File: src/rtl/refsel_pkg.sv
package refsel_pkg;
  localparam int NUM_CH  = 5;
  localparam int NUM_GRP = 3;
  localparam int CODE_W  = 4;

  typedef enum logic [1:0] {
    MODE_FREE   = 2'd0,
    MODE_LOCKED = 2'd1,
    MODE_HOLD   = 2'd2
  } op_mode_t;

  // channel index -> externally visible code
  function automatic logic [CODE_W-1:0] ch_code(input int idx);
    case (idx)
      0:       return 4'b0011;
      1:       return 4'b0100;
      2:       return 4'b0101;
      3:       return 4'b0110;
      4:       return 4'b1001;
      default: return 4'b0000;
    endcase
  endfunction

  // channel index -> sync group (0 Master, 1 Slave, 2 Stand-by)
  function automatic int ch_group(input int idx);
    case (idx)
      0, 2:    return 0;
      1, 3:    return 1;
      default: return 2;
    endcase
  endfunction

  // Master/Slave twin used by the swap pin
  function automatic int ch_partner(input int idx);
    case (idx)
      0:       return 1;
      1:       return 0;
      2:       return 3;
      3:       return 2;
      default: return idx;
    endcase
  endfunction
endpackage

File: src/rtl/refsel_rank.sv
module refsel_rank #(
  parameter int NUM_CH   = 5,
  parameter int PRIO_W   = 4,
  parameter int NUM_PICK = 3,
  parameter int IDX_W    = $clog2(NUM_CH)
) (
  input  logic [NUM_CH-1:0]         valid,
  input  logic [NUM_CH*PRIO_W-1:0]  prio,
  input  logic                      swap,
  output logic [NUM_CH-1:0]         elig,
  output logic [NUM_PICK-1:0]       pick_vld,
  output logic [NUM_PICK*IDX_W-1:0] pick_idx
);
  logic [PRIO_W-1:0] eff [NUM_CH];

  for (genvar i = 0; i < NUM_CH; i++) begin : g_ch
    localparam int PARTNER = refsel_pkg::ch_partner(i);
    assign eff[i]  = swap ? prio[PARTNER*PRIO_W +: PRIO_W] : prio[i*PRIO_W +: PRIO_W];
    assign elig[i] = valid[i] && (eff[i] != '0);
  end

  logic [NUM_CH-1:0] taken;
  logic              found;
  logic [IDX_W-1:0]  bidx;
  logic [PRIO_W-1:0] bpri;

  // successive minimum search; strict compare keeps the lower index on ties
  always_comb begin
    taken    = '0;
    pick_vld = '0;
    pick_idx = '0;
    found    = 1'b0;
    bidx     = '0;
    bpri     = '1;
    for (int r = 0; r < NUM_PICK; r++) begin
      found = 1'b0;
      bidx  = '0;
      bpri  = '1;
      for (int i = 0; i < NUM_CH; i++) begin
        if (elig[i] && !taken[i] && (!found || eff[i] < bpri)) begin
          found = 1'b1;
          bidx  = IDX_W'(i);
          bpri  = eff[i];
        end
      end
      pick_vld[r] = found;
      pick_idx[r*IDX_W +: IDX_W] = bidx;
      if (found) taken[bidx] = 1'b1;
    end
  end
endmodule

File: src/rtl/refsel_ctrl.sv
module refsel_ctrl #(
  parameter int NUM_CH = 5,
  parameter int IDX_W  = $clog2(NUM_CH)
) (
  input  logic                          clk,
  input  logic                          rst,
  input  logic [NUM_CH-1:0]             valid,
  input  logic [NUM_CH-1:0]             elig,
  input  logic [refsel_pkg::CODE_W-1:0] force_code,
  input  logic                          revertive,
  input  logic                          swap_pin,
  input  logic                          best_vld,
  input  logic [IDX_W-1:0]              best_idx,
  output logic                          sel_vld,
  output logic [IDX_W-1:0]              sel_idx
);
  logic             swap_q;
  logic             force_hit;
  logic [IDX_W-1:0] force_idx;
  logic             keep_cur;
  logic             nxt_vld;
  logic [IDX_W-1:0] nxt_idx;

  always_comb begin
    force_hit = 1'b0;
    force_idx = '0;
    for (int i = 0; i < NUM_CH; i++) begin
      if (refsel_pkg::ch_code(i) == force_code) begin
        force_hit = 1'b1;
        force_idx = IDX_W'(i);
      end
    end
  end

  assign keep_cur = sel_vld && elig[sel_idx];

  always_comb begin
    nxt_vld = best_vld;
    nxt_idx = best_idx;
    if (force_hit) begin
      nxt_vld = valid[force_idx];
      nxt_idx = force_idx;
    end else if (!revertive && (swap_pin == swap_q) && keep_cur) begin
      nxt_vld = 1'b1;
      nxt_idx = sel_idx;
    end
  end

  always_ff @(posedge clk) begin
    if (rst) begin
      sel_vld <= 1'b0;
      sel_idx <= '0;
      swap_q  <= 1'b0;
    end else begin
      sel_vld <= nxt_vld;
      sel_idx <= nxt_vld ? nxt_idx : '0;
      swap_q  <= swap_pin;
    end
  end
endmodule

File: src/rtl/refsel_mode.sv
module refsel_mode (
  input  logic                 clk,
  input  logic                 rst,
  input  logic                 sel_vld,
  input  logic                 lock_ok,
  output refsel_pkg::op_mode_t mode
);
  import refsel_pkg::*;
  op_mode_t nxt;

  always_comb begin
    nxt = mode;
    case (mode)
      MODE_LOCKED: if (!sel_vld)           nxt = MODE_HOLD;
      MODE_FREE,
      MODE_HOLD:   if (sel_vld && lock_ok) nxt = MODE_LOCKED;
      default:                             nxt = MODE_FREE;
    endcase
  end

  always_ff @(posedge clk) begin
    if (rst) mode <= MODE_FREE;
    else     mode <= nxt;
  end
endmodule

File: src/rtl/refsel_top.sv
module refsel_top #(
  parameter int PRIO_W   = 4,
  parameter int NUM_PICK = 3
) (
  input  logic                                   clk,
  input  logic                                   rst,
  input  logic [refsel_pkg::NUM_CH-1:0]          src_valid,
  input  logic [refsel_pkg::NUM_CH*PRIO_W-1:0]   src_prio,
  input  logic [refsel_pkg::CODE_W-1:0]          force_code,
  input  logic                                   revertive,
  input  logic                                   swap_pin,
  input  logic                                   lock_ok,
  input  logic [refsel_pkg::NUM_GRP-1:0]         sync_in,
  output logic [refsel_pkg::CODE_W-1:0]          sel_code,
  output logic [1:0]                             op_mode,
  output logic [refsel_pkg::CODE_W-1:0]          rank1_code,
  output logic [refsel_pkg::CODE_W-1:0]          rank2_code,
  output logic [refsel_pkg::CODE_W-1:0]          rank3_code,
  output logic                                   sync_out
);
  import refsel_pkg::*;
  localparam int IDX_W = $clog2(NUM_CH);

  logic [NUM_CH-1:0]         elig;
  logic [NUM_PICK-1:0]       pick_vld;
  logic [NUM_PICK*IDX_W-1:0] pick_idx;
  logic                      sel_vld;
  logic [IDX_W-1:0]          sel_idx;
  op_mode_t                  mode;
  logic [CODE_W-1:0]         rank_q [NUM_PICK];
  logic                      sync_q;

  refsel_rank #(.NUM_CH(NUM_CH), .PRIO_W(PRIO_W), .NUM_PICK(NUM_PICK), .IDX_W(IDX_W)) u_rank (
    .valid(src_valid), .prio(src_prio), .swap(swap_pin),
    .elig(elig), .pick_vld(pick_vld), .pick_idx(pick_idx));

  refsel_ctrl #(.NUM_CH(NUM_CH), .IDX_W(IDX_W)) u_ctrl (
    .clk(clk), .rst(rst), .valid(src_valid), .elig(elig),
    .force_code(force_code), .revertive(revertive), .swap_pin(swap_pin),
    .best_vld(pick_vld[0]), .best_idx(pick_idx[IDX_W-1:0]),
    .sel_vld(sel_vld), .sel_idx(sel_idx));

  refsel_mode u_mode (
    .clk(clk), .rst(rst), .sel_vld(sel_vld), .lock_ok(lock_ok), .mode(mode));

  for (genvar r = 0; r < NUM_PICK; r++) begin : g_rank
    always_ff @(posedge clk) begin
      if (rst)              rank_q[r] <= '0;
      else if (pick_vld[r]) rank_q[r] <= ch_code(int'(pick_idx[r*IDX_W +: IDX_W]));
      else                  rank_q[r] <= '0;
    end
  end

  always_ff @(posedge clk) begin
    if (rst)          sync_q <= 1'b0;
    else if (sel_vld) sync_q <= sync_in[ch_group(int'(sel_idx))];
    else              sync_q <= 1'b0;
  end

  assign sel_code   = sel_vld ? ch_code(int'(sel_idx)) : '0;
  assign op_mode    = mode;
  assign rank1_code = rank_q[0];
  assign rank2_code = rank_q[1];
  assign rank3_code = rank_q[2];
  assign sync_out   = sync_q;
endmodule

File: config.mk
export PLATFORM = sky130hd
export DESIGN_NAME = refsel_top
export DESIGN_NICKNAME = d
export VERILOG_FILES = /design/src/rtl/refsel_pkg.sv /design/src/rtl/refsel_rank.sv /design/src/rtl/refsel_ctrl.sv /design/src/rtl/refsel_mode.sv /design/src/rtl/refsel_top.sv
export SDC_FILE = /design/constraint.sdc
export NUM_CORES = 1
export LEC_CHECK = 0
export ABC_AREA = 0
export BUFFER_PORTS_ARGS = -buffer_cell sky130_fd_sc_hd__buf_2
export CAP_MARGIN = 15
export CORE_ASPECT_RATIO = 1.25
export CORE_MARGIN = 3
export CORE_UTILIZATION = 40
export CTS_CLUSTER_DIAMETER = 60
export DETAILED_ROUTE_END_ITERATION = 10
export GPL_TIMING_DRIVEN = 0
export PLACE_DENSITY_LB_ADDON = 0.15
export SLEW_MARGIN = 20
export SYNTH_ARGS = -nofsm -noshare
export SYNTH_HDL_FRONTEND = slang
export SYNTH_SLANG_ARGS = --single-unit
File: constraint.sdc
create_clock -name clk -period 52.5 [get_ports clk]
set_clock_uncertainty 0.05 [all_clocks]
set_input_delay 2.625 -clock clk [delete_from_list [all_inputs] [get_ports clk]]
set_output_delay 2.625 -clock clk [all_outputs]
set_load 0.02 [all_outputs]
==> impl_metrics.json <==
{
  "drt_iter0_markers": 215,
  "avgRoutedWirePerCell_um": 17.8,
  "ys_warn_count": 0,
  "status": "finished clean",
  "critPathMaxStageDelay_ps": 550,
  "synth_area_leaders": "ha_1 (11%), edfxtp_1 (9.4%), nor2_1 (5.2%)",
  "synth_top_area_frac": 0.115,
  "clk_pin_slew_ps": 50,
  "fin_setup_tns_ps": 0,
  "hold_buffers": 0,
  "ctsResizeCount": 0,
  "htree_levels": 1,
  "p_switching_uw": 69.1,
  "die_h_um": 115,
  "reg2reg_setup_slack_ps": 50830,
  "sw_frac_of_total": 0.494,
  "worstMarginPinSlew_ps": 762,
  "period_share": 0.454,
  "synth_cells": 480,
  "cts-root-buf": "clkbuf_16",
  "worst_hold_startpoint": "u_mode.mode[1]$_SDFFE_PP0P_",
  "critPathRequiredTime_ps": 52420,
  "critPathSlowestCell": "nor4_1",
  "r2r_cells": 6,
  "whs_endpoint": "u_mode.mode[1]$_SDFFE_PP0P_",
  "post_cts_buffers": 0,
  "crit_path_max_fanout": 10,
  "syn_area_um2": 3820,
  "vias": 4005,
  "drt_first_pass_iters": 5,
  "crit_path_end_kind": "flop",
  "grt-ovfl-total": 0,
  "finalCriticalPeriod_ps": 23820,
  "antenna_found_initial": 0,
  "syn_avg_cell_area_um2": 7.95,
  "path_class": "in2reg",
  "gp_congestion": 0.896,
  "nets": 616,
  "synth_edf_count": 12,
  "crit_buf_inv": 8,
  "hpwl_um": 9840,
  "clkPwrFrac": 0.108,
  "async_flop_share": 0,
  "setup_violations": 0,
  "place_ws_ps": 28830,
  "cts_tree": "yes",
  "viasPerCell": 6.01,
  "grt_pass1_vias": 3839,
  "grtUsageTotal": 0.217,
  "total_power_uw": 140,
  "drc": 0,
  "cp_data_arrival_time_ps": 23740,
  "fin_hold_ws_ps": 467,
  "seq_power_share": 0.150,
  "grt_setup_unrepaired": "no",
  "internal_power_uw": 70.9,
  "leakage_nw": 1.89,
  "ant_nets": 0,
  "drive_gt1_frac": 0.208,
  "start_kind": "input port",
  "cp_top_family": "compound AO/OA/AOI/OAI gates",
  "start_util": 0.414,
  "min_path_cells": 2,
  "die-area_um2": 10800,
  "routed_wl_um": 11900,
  "clkLatencyLatePin_ps": 240,
  "fin_ws_ps": 28680,
  "synth-seq-cells": 20,
  "maxCapViolations": 0,
  "hold_violations": 0,
  "n_antenna_cell": 0,
  "layout.cells.most_common_list": "buf_2 (54), nor2_1 (53), a21oi_1 (38)",
  "port_buffers": 48,
  "num-fill-cells": 956,
  "clk_path_buf_depth": 2,
  "holdCritPathClass": "reg2reg",
  "yosys.area.top_type": "ha_1",
  "num_rows": 39,
  "core_um2": 9220,
  "final_common_cell": "buf_2",
  "combPwrFrac": 0.742,
  "timing.rr.start": "u_ctrl.sel_idx[1]$_SDFFE_PP0P_",
  "timing.rr.end": "u_ctrl.sel_idx[1]$_SDFFE_PP0P_",
  "ioPinCount": 56,
  "die_w_um": 93.4,
  "power_density_nw_per_um2": 32.4,
  "cts.sinks": 20,
  "maxClockFrequency_mhz": 42.0,
  "grt_first_pass_wirelength_um": 19000,
  "relSlewSlack": 0.487,
  "vdd_drop_max_v": 0.0000112,
  "synthToLayoutAreaGrowth_pct": 13.5,
  "ys_seq_area_frac": 0.136,
  "finalMaxSlewViolations": 0,
  "synth_top_flop_cell": "edfxtp_1",
  "synthDistinctLibCells": 92,
  "crit_top_cell": "ha_1",
  "grt_max_degree": 12,
  "cts_inserted_buffers": 3
}
cell type report:
type                       count  area (um2)  area share
multi-input combinational    435        3160       0.731
sequential                    20         520       0.120
timing repair buffer          48         240      0.0555
tap                          123         154      0.0355
buffer                        17         101      0.0234
clock buffer                   4        78.8      0.0182
inverter                      19        71.3      0.0165
cells by family after synthesis:
group,Yosys count,synth area share
AOI/OAI and AO/OA,190,0.393
and+or+nand+nor,169,0.222
buffers and inverters,36,0.0452
adders and majority gates,35,0.115
muxes,25,0.0787
DFF,20,0.136
xor gates and xnor gates,4,0.00918
other,1,0.000983
flip-flops by register name, indices dropped and copies added (netlist names):
register,count
rank_q,12
u_mode.mode,2
u_ctrl.sel_vld,1
sync_out,1
u_ctrl.sel_idx,3
u_ctrl.swap_q,1
power groups by stage:
stage                     Sequential [mW]  Clock [mW]  Combinational (mW)
final                              0.0210      0.0152               0.104
after global routing               0.0214      0.0160               0.116
after CTS                          0.0211      0.0155               0.103
after detailed placement           0.0214           0               0.102
after global placement             0.0213           0              0.0998
after floorplan                    0.0242           0              0.0760
synth_stat cells, types with 3 or more instances:
library cell / instances
a41oi_1: 3
a31o_1: 3
nor4_1: 6
mux2_2: 11
nand2_1: 32
nand3_1: 7
nand2b_1: 17
o211a_1: 4
a31oi_1: 3
o21a_1: 5
o31a_1: 4
a21oi_2: 5
o211ai_1: 5
a31o_2: 3
nor3_1: 19
nor2b_1: 6
a211oi_1: 12
inv_1: 19
mux2i_1: 9
clkbuf_1: 5
ha_1: 35
xor2_1: 3
o21ai_0: 33
o31ai_1: 5
a21oi_1: 38
dfxtp_1: 8
nand3b_1: 3
nor2_1: 53
buf_2: 6
o21bai_1: 4
edfxtp_1: 12
and3_1: 4
nor3b_1: 3
a21bo_2: 3
buf_6: 3
a21o_1: 11
worst reg2reg max path, stage by stage, from the launching register on:
cell and delay (ps):
dfxtp_1 300, clkbuf_1 310, a211oi_1 130, o32ai_1 280
nand3_1 220, o21ai_0 220, a21oi_1 60
worst max-delay path by stage:
stage                     startpoint                         end  slack, ps  cells after the start
after global routing        swap_pin  rank_q[2][1]$_SDFFCE_PP0P_      27190                     93
after CTS                   swap_pin  rank_q[2][1]$_SDFFCE_PP0P_      29040                     93
after global placement      swap_pin  rank_q[2][1]$_SDFFCE_PP0P_      29130                     93
final                       swap_pin  rank_q[2][1]$_SDFFCE_PP0P_      28680                     92
after floorplan             swap_pin  rank_q[2][1]$_SDFFCE_PP0P_      32460                     95
after detailed placement    swap_pin  rank_q[2][1]$_SDFFCE_PP0P_      28830                     93
layer usage:
layer,global-route usage,wire (um),vias to the layer above,share of wire
met1,0.280,5250,1863,0.44
met5,0,0,-,0
met3,0.0190,605,28,0.051
met4,0.0890,384,0,0.032
met2,0.372,5640,127,0.47
li1,-,-,1987,-
per-stage QoR:
stage / util / cells / area [um2]
6_report: 0.470 / 666 / 4330
2_1_floorplan: - / 491 / 3860
3_5_place_dp: 0.461 / 662 / 4250
5_1_grt: 0.470 / 666 / 4330
4_1_cts: 0.470 / 666 / 4330
3_3_place_gp: 0.461 / 662 / 4250
Power figures use the tool's default switching activity.
